<file path="src/rtl/canfc_pkg.sv">
package canfc_pkg;

  typedef enum logic [1:0] {
    FC_ACTIVE  = 2'd0,
    FC_PASSIVE = 2'd1,
    FC_BUSOFF  = 2'd2
  } fc_state_e;

  localparam int EF_RXP    = 0;
  localparam int EF_TXP    = 1;
  localparam int EF_BOFF   = 2;
  localparam int EF_PASS   = 3;
  localparam int EF_ACT    = 4;
  localparam int EF_LISTEN = 5;
  localparam int EF_W      = 8;

endpackage

</file>
<file path="src/rtl/canfc_sat_ctr.sv">
module canfc_sat_ctr #(
  parameter int W    = 8,
  parameter int MAXV = 255,
  parameter int STEP = 8
) (
  input  logic         clk,
  input  logic         rst,
  input  logic         clr,
  input  logic         freeze,
  input  logic         inc1,
  input  logic         incb,
  input  logic         dec1,
  output logic [W-1:0] cnt
);

  localparam logic [W:0] MAXW  = (W+1)'(MAXV);
  localparam logic [W:0] STEPW = (W+1)'(STEP);
  localparam logic [W:0] ONEW  = (W+1)'(1);

  logic [W-1:0] cnt_q;
  logic [W-1:0] cnt_d;
  logic [W:0]   sum_big;
  logic [W:0]   sum_one;

  always_comb begin
    sum_big = {1'b0, cnt_q} + STEPW;
    sum_one = {1'b0, cnt_q} + ONEW;
    cnt_d   = cnt_q;
    if (clr) begin
      cnt_d = '0;
    end else if (!freeze) begin
      if (incb) begin
        cnt_d = (sum_big > MAXW) ? MAXW[W-1:0] : sum_big[W-1:0];
      end else if (inc1) begin
        cnt_d = (sum_one > MAXW) ? MAXW[W-1:0] : sum_one[W-1:0];
      end else if (dec1 && (cnt_q != '0)) begin
        cnt_d = cnt_q - W'(1);
      end
    end
  end

  always_ff @(posedge clk) begin
    if (rst) cnt_q <= '0;
    else     cnt_q <= cnt_d;
  end

  assign cnt = cnt_q;

endmodule

</file>
<file path="src/rtl/canfc_recovery.sv">
module canfc_recovery #(
  parameter int RUN_LEN   = 11,
  parameter int RUN_COUNT = 128
) (
  input  logic clk,
  input  logic rst,
  input  logic active,
  input  logic bit_stb,
  input  logic bus_bit,
  output logic done
);

  localparam int BW = (RUN_LEN   > 1) ? $clog2(RUN_LEN)   : 1;
  localparam int RW = (RUN_COUNT > 1) ? $clog2(RUN_COUNT) : 1;
  localparam logic [BW-1:0] BIT_LAST = BW'(RUN_LEN - 1);
  localparam logic [RW-1:0] RUN_LAST = RW'(RUN_COUNT - 1);

  logic [BW-1:0] bit_q;
  logic [RW-1:0] run_q;
  logic          run_end;

  assign run_end = active && bit_stb && bus_bit && (bit_q == BIT_LAST);
  assign done    = run_end && (run_q == RUN_LAST);

  always_ff @(posedge clk) begin
    if (rst || !active) begin
      bit_q <= '0;
      run_q <= '0;
    end else if (bit_stb) begin
      if (!bus_bit) begin
        bit_q <= '0;
      end else if (run_end) begin
        bit_q <= '0;
        run_q <= done ? '0 : run_q + RW'(1);
      end else begin
        bit_q <= bit_q + BW'(1);
      end
    end
  end

endmodule

</file>
<file path="src/rtl/canfc_state.sv">
module canfc_state
  import canfc_pkg::*;
#(
  parameter int TEC_W       = 9,
  parameter int REC_W       = 8,
  parameter int PASSIVE_LIM = 128,
  parameter int BUSOFF_LIM  = 256
) (
  input  logic             clk,
  input  logic             rst,
  input  logic [TEC_W-1:0] tec,
  input  logic [REC_W-1:0] rec,
  input  logic             recov_done,
  input  logic             rejoin_listen,
  output fc_state_e        state_q,
  output logic [EF_W-1:0]  eflag_q,
  output logic             listen_q
);

  localparam logic [TEC_W-1:0] TEC_PLIM = TEC_W'(PASSIVE_LIM);
  localparam logic [TEC_W-1:0] TEC_BLIM = TEC_W'(BUSOFF_LIM);
  localparam logic [REC_W-1:0] REC_PLIM = REC_W'(PASSIVE_LIM);

  fc_state_e       state_d;
  logic            listen_d;
  logic [EF_W-1:0] eflag_d;
  logic            rx_hi;
  logic            tx_hi;

  assign rx_hi = (rec >= REC_PLIM);
  assign tx_hi = (tec >= TEC_PLIM);

  always_comb begin
    state_d  = state_q;
    listen_d = listen_q;
    if (state_q == FC_BUSOFF) begin
      if (recov_done) begin
        state_d  = FC_ACTIVE;
        listen_d = rejoin_listen;
      end
    end else if (tec >= TEC_BLIM) begin
      state_d = FC_BUSOFF;
    end else if (rx_hi || tx_hi) begin
      state_d = FC_PASSIVE;
    end else begin
      state_d = FC_ACTIVE;
    end
  end

  always_comb begin
    eflag_d            = '0;
    eflag_d[EF_RXP]    = rx_hi && !recov_done;
    eflag_d[EF_TXP]    = tx_hi && !recov_done;
    eflag_d[EF_BOFF]   = (state_d == FC_BUSOFF);
    eflag_d[EF_PASS]   = (state_d == FC_PASSIVE);
    eflag_d[EF_ACT]    = (state_d == FC_ACTIVE);
    eflag_d[EF_LISTEN] = listen_d;
  end

  always_ff @(posedge clk) begin
    if (rst) begin
      state_q  <= FC_ACTIVE;
      listen_q <= 1'b0;
      eflag_q  <= EF_W'(1 << EF_ACT);
    end else begin
      state_q  <= state_d;
      listen_q <= listen_d;
      eflag_q  <= eflag_d;
    end
  end

endmodule

</file>
<file path="src/rtl/canfc_top.sv">
module canfc_top
  import canfc_pkg::*;
#(
  parameter int TEC_W       = 9,
  parameter int REC_W       = 8,
  parameter int PASSIVE_LIM = 128,
  parameter int BUSOFF_LIM  = 256,
  parameter int BIG_STEP    = 8,
  parameter int RUN_LEN     = 11,
  parameter int RUN_COUNT   = 128
) (
  input  logic             clk,
  input  logic             rst,
  input  logic             bit_stb,
  input  logic             bus_bit,
  input  logic             tec_inc1,
  input  logic             tec_inc8,
  input  logic             tec_dec1,
  input  logic             rec_inc1,
  input  logic             rec_inc8,
  input  logic             rec_dec1,
  input  logic             rejoin_listen,
  output logic [TEC_W-1:0] tec_o,
  output logic [REC_W-1:0] rec_o,
  output logic [1:0]       state_o,
  output logic [EF_W-1:0]  eflag_o,
  output logic             listen_only_o
);

  localparam int REC_MAX = (1 << REC_W) - 1;
  localparam logic [TEC_W-1:0] TEC_BLIM = TEC_W'(BUSOFF_LIM);

  fc_state_e        state_q;
  logic [TEC_W-1:0] tec_q;
  logic [REC_W-1:0] rec_q;
  logic             busoff;
  logic             freeze;
  logic             recov_done;

  assign busoff = (state_q == FC_BUSOFF);
  assign freeze = busoff || (tec_q >= TEC_BLIM);

  canfc_sat_ctr #(.W(TEC_W), .MAXV(BUSOFF_LIM), .STEP(BIG_STEP)) u_tec (
    .clk(clk), .rst(rst), .clr(recov_done), .freeze(freeze),
    .inc1(tec_inc1), .incb(tec_inc8), .dec1(tec_dec1), .cnt(tec_q)
  );

  canfc_sat_ctr #(.W(REC_W), .MAXV(REC_MAX), .STEP(BIG_STEP)) u_rec (
    .clk(clk), .rst(rst), .clr(recov_done), .freeze(freeze),
    .inc1(rec_inc1), .incb(rec_inc8), .dec1(rec_dec1), .cnt(rec_q)
  );

  canfc_recovery #(.RUN_LEN(RUN_LEN), .RUN_COUNT(RUN_COUNT)) u_recov (
    .clk(clk), .rst(rst), .active(busoff), .bit_stb(bit_stb),
    .bus_bit(bus_bit), .done(recov_done)
  );

  canfc_state #(
    .TEC_W(TEC_W), .REC_W(REC_W),
    .PASSIVE_LIM(PASSIVE_LIM), .BUSOFF_LIM(BUSOFF_LIM)
  ) u_state (
    .clk(clk), .rst(rst), .tec(tec_q), .rec(rec_q),
    .recov_done(recov_done), .rejoin_listen(rejoin_listen),
    .state_q(state_q), .eflag_q(eflag_o), .listen_q(listen_only_o)
  );

  assign tec_o   = tec_q;
  assign rec_o   = rec_q;
  assign state_o = state_q;

endmodule

</file>
<file path="config.mk">
export PLATFORM = sky130hd
export DESIGN_NAME = canfc_top
export DESIGN_NICKNAME = d
export VERILOG_FILES = /design/src/rtl/canfc_pkg.sv /design/src/rtl/canfc_sat_ctr.sv /design/src/rtl/canfc_recovery.sv /design/src/rtl/canfc_state.sv /design/src/rtl/canfc_top.sv
export SDC_FILE = /design/constraint.sdc
export NUM_CORES = 1
export LEC_CHECK = 0
export BUFFER_PORTS_ARGS = -buffer_cell sky130_fd_sc_hd__buf_4
export CORE_MARGIN = 1.5
export CORE_UTILIZATION = 55
export CTS_CLUSTER_SIZE = 25
export DETAILED_ROUTE_END_ITERATION = 6
export PLACE_DENSITY_LB_ADDON = 0.08
export SLEW_MARGIN = 20
export SYNTH_ARGS = -nofsm -noshare
export SYNTH_HDL_FRONTEND = slang
export SYNTH_SLANG_ARGS = --single-unit
</file>
<file path="constraint.sdc">
create_clock -name clk -period 2.25 [get_ports clk]
set_input_delay 0.225 -clock clk [delete_from_list [all_inputs] [get_ports clk]]
set_output_delay 0.225 -clock clk [all_outputs]
set_load 0.01 [all_outputs]
</file>
==> results.md, run 1 <==
- Count leader, synth: dfxtp_1
- Slowest Stage Delay on Critical Path: approximately 500 ps
- Max VDD drop: ~0.5 mV
- GRT Residual Overflow: 0
- Met3 WL post-DR: around 530 um
- Synthesis-stage register bit count: 36
- Clock Skew: ~8.3 ps
- CP Class: reg -> reg
- Min-delay src: rst
- CTS tree: yes
- Drt total wl: roughly 7.7 mm
- Met2 wire length: about 3.7 mm
- Startpoint types: flop
- First-pass GRT wire length: about 12 mm
- Seq/Total Area, Yosys: between 20% and 30%
- Yosys Warn Count: 0
- Worst Hold Class: in -> reg
- Num rows: 25
- Via Count: between 2000 and 3000
- Final setup TNS: 0 ps
- Fmax: between 400 and 500 MHz
- Clock Path Buffers: 2
- Crit Path Max Fanout: 16
- Synth top area cells: dfxtp_1 (26%), ha_1 (7.2%), a21oi_1 (4.1%)
- Fill count: between 400 and 500
- Clock net sink count: 36
- Largest net degree at the start of global routing: 17
- HPWL after DPL: 5.60 mm
- Number of synthesized flops with an enable pin: 0
- Post-layout min period: approximately 2100 ps
- Diode count: 0
- Area Growth Syn to Fin: 19.4%
- Die Y: between 70 and 80 um
- Tcrit/Tclk final: a little over nine tenths
- Share of layout cells above drive strength 1: between 20% and 30%
- Routed length on met1: between 3 and 4 mm
- Critical Path Source: u_tec.cnt[3]$_SDFFE_PP0P_
- Syn avg cell area: 7.88 um^2
- Synth top cells by count: dfxtp_1 (36), nand2_1 (28), nor2_1 (28), a21oi_1 (23), inv_1 (20)
- Core area: around 4800 um^2
- CP arrival: ~2400 ps
- Final ANT Viol Nets: 0
- Storage cell area: ~720 um^2
- Setup crit end kind: flop
- Worst endpoint required time: between 2000 and 2500 ps
- Clk_lat worst skew: 290 ps
- Post-synth top area share: between 20% and 30%
- Mapped Cells: between 300 and 400
- Num CTS Buffers: 5
- Crit-path cells: buf_4, inv_1, ha_1, or4b_4, nor3_2, xnor2_1, o221a_2, o31ai_1, o211a_1
- RePlAce Congestion: approximately 1.0
- Die area: around 5500 um^2
- Initial DRC Count: 254
- Total power: 2.99 mW
- Drt drc: 0
- Vias per cell: between 6 and 7
- P per Cell Area: ~900 nW/um^2
- Top layer in use: met4
- H-tree depth: 2
- Drt wl/cell: ~16 um
- Leading area contributor after synthesis: dfxtp_1
- I/O Buffers: 36
- Critical-path top delay cell: or4b_4
- Initial antenna violation count: 0
- # setup viols final: 0
- Area of the multi-input gates: between 1500 and 2000 um^2
- # IOs: 39
- Status: finished, final reports clean
- Distinct cells, synth: 72
- Root Driver: clkbuf_8
- Pleak: roughly 1.3 nW
- Worst r2r src: u_tec.cnt[3]$_SDFFE_PP0P_
- Reg clk slew, reported paths: 80 ps
- Starting Density: 57.9%
- Synthesized area: between 2000 and 3000 um^2
- Main synth FF type: dfxtp_1
- Vias in the first global route: ~2500
- GRT Resource Usage Total: approximately 28%
- Depth of the most critical reg-to-reg path: 9
- Asr flop ratio synth: 0%
- Final nets: between 400 and 500
- Max cap viols: 0
- Min-Delay Path Depth: 2
- DRT Pass-1 Iters: 5
- Chip Width: 74.2 um
- Final Hold Vio Count: 0
- Slew Viols, Final: 0
cell usage in the layout (no fill, tap or decap), types with 3 or more instances in the layout:
master,netlist,layout
buf_4,6,60
dfxtp_1,36,34
nand2_1,28,28
nor2_1,28,27
a21oi_1,23,22
inv_1,20,20
o21ai_0,19,18
nand3_1,17,17
ha_1,16,16
nor3_1,15,15
xnor2_1,11,11
nand4_1,7,7
o31ai_1,6,6
and3_1,5,5
o211ai_1,5,5
a211oi_1,5,5
clkbuf_8,0,5
nand2b_1,4,4
or3_1,4,4
xor2_1,4,4
nor2b_1,4,4
mux2i_1,4,4
or4_4,3,3
o21ai_2,2,3
or2_2,3,3
o2111ai_1,3,3
o21ai_1,3,3
a311oi_1,3,3
a32oi_1,3,3
o221ai_1,3,3
flip-flops by register name (all words and copies together), names as in the netlist:
register / flops
u_recov.run_q: 7
u_state.eflag_q: 5
u_rec.cnt: 8
u_recov.bit_q: 4
u_state.state_q: 2
u_tec.cnt: 9
u_state.listen_q: 1
path summary, 6_finish.rpt:
check                                                endpoint  slack, ps
worst min-delay path            u_state.state_q[0]$_SDFF_PP0_        150
worst min register to register  u_recov.run_q[1]$_SDFFE_PP0P_        490
worst max-delay path                u_tec.cnt[7]$_SDFFE_PP0P_        110
worst max register to register      u_tec.cnt[7]$_SDFFE_PP0P_        110
layout make-up:
| cell class | count | area share (%) |
|---|---|---|
| Multi-Input combinational cell | 278 | 56.7 |
| Sequential cell | 36 | 21.7 |
| Timing Repair Buffer | 60 | 13.5 |
| Tap cell | 67 | 2.52 |
| Inverter | 20 | 2.25 |
| Clock buffer | 5 | 2.07 |
| Clock inverter | 3 | 1.28 |
per-layer routing:
layer  GRT usage [%]  up-vias
met3            5.83       24
met1            35.4     1355
met5               0        -
met2            46.4      149
li1                -     1401
met4            14.7        0
report_power, final:
part	switching (mW)	internal [mW]
Combinational	0.849	0.671
Clock	0.252	0.328
Sequential	0.151	0.743
Total	1.25	1.74
stage by stage:
step                      cells  setup slack (ps)  utilization [%]  hold WS [ps]  cell area (um^2)
after detailed placement    460               146             66.3           446              3190
after CTS                   468               114             68.6           134              3300
after global placement      460               164             66.3           436              3190
after floorplan             355               273                -           297              2790
final                       469               113             69.2           145              3330
after global routing        469             -85.1             69.2           144              3330
cell families (layout without fill, tap and decap cells):
group           count (synthesis)  count (layout)  share of synthesized area [%]
flops                          36              36                           25.8
mux                             5               5                           1.84
simple gates                  134             134                           25.5
buf+inv                        41              88                           7.31
compound gates                106             106                           27.5
other cells                     1               2                          0.134
xor+xnor                       15              15                           4.71
fa+ha+maj                      16              16                           7.17
worst max-delay path, delay by kind of cell, from the launching register on:
kind	cells	cell delay, ps
AOI/OAI and AO/OA	3	540
xor gates and xnor gates	1	80
and+or+nand+nor	2	650
buffers and inverters	2	340
DFF	1	320
adders and majority gates	1	160
repair_timing:
action	CTS	global route
hold buffers	0	0
setup buffers	0	1
gates resized for setup	0	7
endpoints found under the hold margin	0	0
endpoints found under the setup margin	0	7
No activity file was read; power rests on OpenSTA's default activity.
==> run 2, diff against run 1 <==
--- a/config.mk
+++ b/config.mk
@@ -8,9 +8,9 @@
 export BUFFER_PORTS_ARGS = -buffer_cell sky130_fd_sc_hd__buf_4
 export CORE_MARGIN = 1.5
 export CORE_UTILIZATION = 55
-export CTS_CLUSTER_SIZE = 25
 export DETAILED_ROUTE_END_ITERATION = 6
 export PLACE_DENSITY_LB_ADDON = 0.08
+export RECOVER_POWER = 25
 export SLEW_MARGIN = 20
 export SYNTH_ARGS = -nofsm -noshare
 export SYNTH_HDL_FRONTEND = slang
==> results.md, run 2 (same netlist as run 1, synthesis figures left out) <==
- RePlAce Congestion: 1.00 (unchanged)
- Initial antenna violation count: 0 (unchanged)
- Num rows: 25 (unchanged)
- Worst r2r src: u_tec.cnt[3]$_SDFFE_PP0P_
- GRT Residual Overflow: 0 (unchanged)
- Min-Delay Path Depth: 2 (unchanged)
- Num CTS Buffers: 5 (unchanged)
- # setup viols final: 0 (unchanged)
- Post-layout min period: 2140 ps (+7.17 ps)
- Largest net degree at the start of global routing: 17 (unchanged)
- Max VDD drop: 0.508 mV (+0.38%)
- DRT Pass-1 Iters: 5 (unchanged)
- Clk pwr share: 19.6% (+0.2 points)
- I/O Buffers: 36 (unchanged)
- Pleak: 1.26 nW (-4.0%)
- Status: finished, final reports clean
- Fmax: 466 MHz (-0.33%)
- Core area: 4820 um^2 (unchanged)
- Slew Viols, Final: 0 (unchanged)
- Net Sw Frac: 42.3% (+0.42 points)
- CP Class: reg -> reg
- Worst Hold Class: in -> reg
- Comb pwr share: 50.2% (-0.6 points)
- Via Count: 2948 (+0.65%)
- Final nets: 428 (unchanged)
- Startpoint types: flop
- Final Hold Vio Count: 0 (unchanged)
- Part of the power in registers: 30.2% (+0.4 points)
- Crit Path Max Fanout: 16 (unchanged)
- Drt drc: 0 (unchanged)
- Crit-path cells: buf_4, inv_1, ha_1, or4b_4, nor3_2, xnor2_1, o221a_2, o31ai_1, o211a_1
- Max reg flops: 9 (unchanged)
- Commonest non-fill, non-tap cell in the layout: buf_4
- Starting Density: 57.9% (unchanged)
- Critical-path top delay cell: or4b_4
- Clock Path Buffers: 2 (unchanged)
- Slowest Stage Delay on Critical Path: 490 ps (about the same)
- # IOs: 39 (unchanged)
- First-pass GRT wire length: 12.1 mm (unchanged)
- Fill count: 426 (+4.2%)
- Depth of the most critical reg-to-reg path: 9 (unchanged)
- Worst Hold Endpoint: u_state.state_q[0]$_SDFF_PP0_
- Min-delay src: rst
- Die area: 5510 um^2 (unchanged)
- Clock Skew: 9.27 ps (+0.961 ps)
- Clock net sink count: 36 (unchanged)
- Vias in the first global route: 2516 (unchanged)
- CTS tree: yes
- Fin util: 68.2% (-1.0 points)
- Chip Width: 74.2 um (unchanged)
- Setup crit end kind: flop
- HPWL after DPL: 5.60 mm (unchanged)
- Total power: 2.96 mW (-1.3%)
- Drt wl/cell: 16.3 um (-0.42%)
- Most frequent cells in the layout: buf_4 (47), dfxtp_1 (34), nand2_1 (28)
- Root Driver: clkbuf_8
- Share of layout cells above drive strength 1: 20.9% (-3.2 points)
- Pint: 1.71 mW (-2.0%)
- Vias per cell: 6.29 (+0.65%)
- Final ANT Viol Nets: 0 (unchanged)
- GRT Resource Usage Total: 28.5% (unchanged)
- H-tree depth: 2 (unchanged)
- Switching pwr: 1.25 mW (-0.27%)
- P per Cell Area: 900 nW/um^2 (+0.21%)
- Die Y: 74.2 um (unchanged)
- Worst endpoint required time: 2490 ps (about the same)
- Initial DRC Count: 300 (+18%)
- R2R Setup Slk: 110 ps (about the same)
- CP arrival: 2380 ps (about the same)
- Tcrit/Tclk final: 95.3% (+0.32 points)
- Reg clk slew, reported paths: 80 ps (about the same)
- Diode count: 0 (unchanged)
- Clk_lat worst skew: 290 ps (about the same)
- Max cap viols: 0 (unchanged)
- Area Growth Syn to Fin: 17.7%
- RR Endpoint: u_tec.cnt[7]$_SDFFE_PP0P_
- Drt total wl: 7.65 mm (-0.42%)
run 2: cell types whose count changed in the layout (fill, tap and decap cells not counted):
cell and delta:
buf_4 -13, clkbuf_1 +13
run 2: per-layer routing:
| layer | global-route usage (%) | wire length [um] | vias to the layer above |
|---|---|---|---|
| met4 | 14.7 | 263 | 0 |
| li1 | - | - | 1400 |
| met3 | 5.83 | 610 | 26 |
| met5 | 0 | 0 | - |
| met2 | 46.4 | 3600 | 180 |
| met1 | 35.4 | 3170 | 1342 |
run 2: layout make-up:
type | count | area (um^2) | area share (%)
multi-input combinational | 278 | 1890 | 57.5
sequential | 36 | 723 | 22.0
timing repair buffer | 60 | 402 | 12.2
tap | 67 | 83.8 | 2.55
inverter | 20 | 75.1 | 2.29
clock buffer | 5 | 68.8 | 2.10
clock inverter | 3 | 42.5 | 1.30
run 2: worst max-delay path, delay by kind of cell, from the launching register on:
kind                     cells  cell delay, ps
adder cells (fa/ha/maj)      1             170
XOR/XNOR                     1              80
AND/OR/NAND/NOR              2             630
AO/OA/AOI/OAI                3             540
buffers and inverters        2             330
flip-flops                   1             320
run 2: what timing repair did:
action / in CTS / in global routing
buffers inserted: 0 / 1
hold buffers: 0 / 0
setup endpoints to repair: 0 / 7
gates resized for setup: 0 / 7
run 2: how the worst max path moves through the flow:
stage	endpoint	slack [ps]	depth (start not counted)	startpoint
after floorplan	u_tec.cnt[4]$_SDFFE_PP0P_	270	9	u_tec.cnt[0]$_SDFFE_PP0P_
after global routing	u_tec.cnt[2]$_SDFFE_PP0P_	-80	7	u_tec.cnt[1]$_SDFFE_PP0P_
after global placement	u_tec.cnt[3]$_SDFFE_PP0P_	160	6	u_tec.cnt[2]$_SDFFE_PP0P_
after detailed placement	u_tec.cnt[7]$_SDFFE_PP0P_	150	9	u_tec.cnt[3]$_SDFFE_PP0P_
final	u_tec.cnt[7]$_SDFFE_PP0P_	110	9	u_tec.cnt[3]$_SDFFE_PP0P_
after CTS	u_tec.cnt[3]$_SDFFE_PP0P_	110	7	u_tec.cnt[1]$_SDFFE_PP0P_
run 2: power groups by stage:
stage	Sequential, mW	Clock [mW]	Combinational (mW)
after floorplan	0.889	0	0.986
after global placement	0.899	0	1.45
after detailed placement	0.901	0	1.47
after CTS	0.886	0.587	1.48
after global routing	0.914	0.617	1.61
final	0.893	0.578	1.49
run 2: through the flow:
step | TNS [ps] | worst slack (ps) | area (um^2) | std cells | hold slack, ps
CTS | 0 | 114 | 3300 | 468 | 134
finish | 0 | 105 | 3280 | 469 | 146
global route | -192 | -80.5 | 3280 | 469 | 144
floorplan | 0 | 273 | 2790 | 355 | 297
global placement | 0 | 164 | 3190 | 460 | 436
detailed placement | 0 | 146 | 3190 | 460 | 446
==> run 3, diff against run 2 <==
--- a/config.mk
+++ b/config.mk
@@ -6,8 +6,10 @@
 export NUM_CORES = 1
 export LEC_CHECK = 0
 export BUFFER_PORTS_ARGS = -buffer_cell sky130_fd_sc_hd__buf_4
+export CELL_PAD_IN_SITES_DETAIL_PLACEMENT = 0
+export CELL_PAD_IN_SITES_GLOBAL_PLACEMENT = 1
 export CORE_MARGIN = 1.5
-export CORE_UTILIZATION = 55
+export CORE_UTILIZATION = 43
 export DETAILED_ROUTE_END_ITERATION = 6
 export PLACE_DENSITY_LB_ADDON = 0.08
 export RECOVER_POWER = 25
==> results.md, run 3 (same netlist as run 1, synthesis figures left out) <==
- Status: finished, final reports clean
- Min-Delay Path Depth: 2 (unchanged)
- Layout Cells excl Fill: 485 (+3.4%)
- CP Class: reg -> reg
- CP arrival: 2340 ps (-40 ps)
- First-pass GRT wire length: 13.1 mm (+8.5%)
- Clock net sink count: 36 (unchanged)
- Final Hold Vio Count: 0 (unchanged)
- Post-route cell area: 3350 um^2 (+2.1%)
- Vias in the first global route: 2603 (+3.5%)
- Most frequent cells in the layout: buf_4 (50), dfxtp_1 (35), nand2_1 (28)
- Clk_lat worst skew: 290 ps (about the same)
- R2R Setup Slk: 150 ps (+50 ps)
- GRT Resource Usage Total: 23.2% (-5.3 points)
- Pleak: 1.29 nW (+2.4%)
- RSZ-0062 raised after global routing: yes
- Initial antenna violation count: 0 (unchanged)
- Final ANT Viol Nets: 0 (unchanged)
- Critical-path top delay cell: or4b_1
- Fill count: 628 (+47%)
- Share of layout cells above drive strength 1: 21.6% (+0.67 points)
- Final nets: 434 (+1.4%)
- Worst endpoint required time: 2490 ps (about the same)
- Root Driver: clkbuf_8
- Top Family by Delay on Critical Path: compound AO/OA/AOI/OAI gates
- CTS tree: yes
- Worst r2r src: u_tec.cnt[0]$_SDFFE_PP0P_
- RePlAce Congestion: 0.961 (-4.0%)
- Min-delay src: rst
- Setup crit end kind: flop
- Diode count: 0 (unchanged)
- Worst slack, placed: 72.6 ps (-73.8 ps)
- Crit. path cell count: 9 (unchanged)
- Commonest non-fill, non-tap cell in the layout: buf_4
- Num CTS Buffers: 5 (unchanged)
- Drt drc: 0 (unchanged)
- Slew Viols, Final: 0 (unchanged)
- Depth of the most critical reg-to-reg path: 9 (unchanged)
- GRT Residual Overflow: 0 (unchanged)
- Crit-path cells: inv_1, ha_1, or4b_1, o21ai_2, a21oi_2, buf_4, o221a_2, o31ai_1, o211a_1
- Slew at the pin closest to its max-slew limit: roughly 540 ps
- Max VDD drop: 0.519 mV (+2.1%)
- Core area: 6310 um^2 (+31%)
- Die area: 6980 um^2 (+27%)
- Chip Width: 83.6 um (+13%)
- Startpoint types: flop
- Fin util: 53.1% (-15 points)
- Largest net degree at the start of global routing: 17 (unchanged)
- Reg clk slew, reported paths: 80 ps (about the same)
- Hold Slack: 135 ps (-10.8 ps)
- Worst Hold Class: in -> reg
- Slowest Stage Delay on Critical Path: 480 ps (about the same)
- Critical Path Source: u_tec.cnt[0]$_SDFFE_PP0P_
- Clock Path Buffers: 2 (unchanged)
- Clock Skew: 4.33 ps (-4.94 ps)
- P per Cell Area: 892 nW/um^2 (-0.95%)
- Vias per cell: 5.87 (-6.6%)
- Max cap viols: 0 (unchanged)
- Crit Path Max Fanout: 5 (-11)
- Via Count: 2848 (-3.4%)
- Die Y: 83.6 um (+13%)
- Placed instance count: 476 (+3.5%)
- Final setup TNS: 0 ps (unchanged)
- Area Growth Syn to Fin: 20.1%
- I/O Buffers: 36 (unchanged)
- Starting Density: 44.2% (-14 points)
- Drt wl/cell: 16.3 um (+0.23%)
- HPWL after DPL: 5.94 mm (+6.1%)
- H-tree depth: 2 (unchanged)
- # setup viols final: 0 (unchanged)
- # IOs: 39 (unchanged)
- Buf/Inv on CP: 2 (unchanged)
- Placed Instance Area: 3270 um^2 (+2.6%)
- Post-layout min period: 2100 ps (-45.6 ps)
- Final worst slack: 151 ps (+45.6 ps)
- Fmax: 476 MHz (+2.2%)
- DRT Pass-1 Iters: 5 (unchanged)
- Max reg flops: 9 (unchanged)
- Initial DRC Count: 141 (-53%)
- Slew HR: 64.2%
- Hold_buf cts: 0 (unchanged)
- Num rows: 29 (+16%)
- Tcrit/Tclk final: 93.3% (-2.0 points)
- Total power: 2.99 mW (+1.1%)
- Drt total wl: 7.92 mm (+3.6%)
## run 3: cell count changes in the layout (fill, tap and decap cells not counted), sizes merged
cell,before,now
clkbuf,18,19
buf,47,52
## run 3: worst paths after layout
kind / to
max: u_tec.cnt[7]$_SDFFE_PP0P_
min: u_state.listen_q$_SDFFE_PP0P_
max reg2reg: u_tec.cnt[7]$_SDFFE_PP0P_
min reg2reg: u_recov.run_q[1]$_SDFFE_PP0P_
## run 3: per-layer routing
layer | part of all wire [%] | up-vias | routed length [um] | global-route usage, %
met5 | 0 | - | 0 | 0
li1 | - | 1416 | - | -
met4 | 2.2 | 0 | 176 | 9.24
met3 | 5.1 | 15 | 408 | 3.56
met1 | 44 | 1323 | 3520 | 30.6
met2 | 48 | 94 | 3820 | 38.0
## run 3: repair_timing
item                                    CTS  global route
setup buffers                             0             1
endpoints found under the setup margin    0             5
resized for setup                         0             5
## run 3: area by class of cell
class | count | area, um^2 | share of cell area, %
timing repair buffer | 66 | 468 | 14.0
inverter | 20 | 75.1 | 2.24
clock inverter | 3 | 42.5 | 1.27
tap | 77 | 96.3 | 2.88
multi-input combinational | 278 | 1880 | 56.0
clock buffer | 5 | 68.8 | 2.05
sequential | 36 | 722 | 21.5
## run 3: power breakdown
group	total [mW]	switching, mW	internal, mW	leakage [nW]
combinational	1.51	0.847	0.660	0.942
clock	0.593	0.264	0.328	0.0541
sequential	0.889	0.147	0.741	0.295
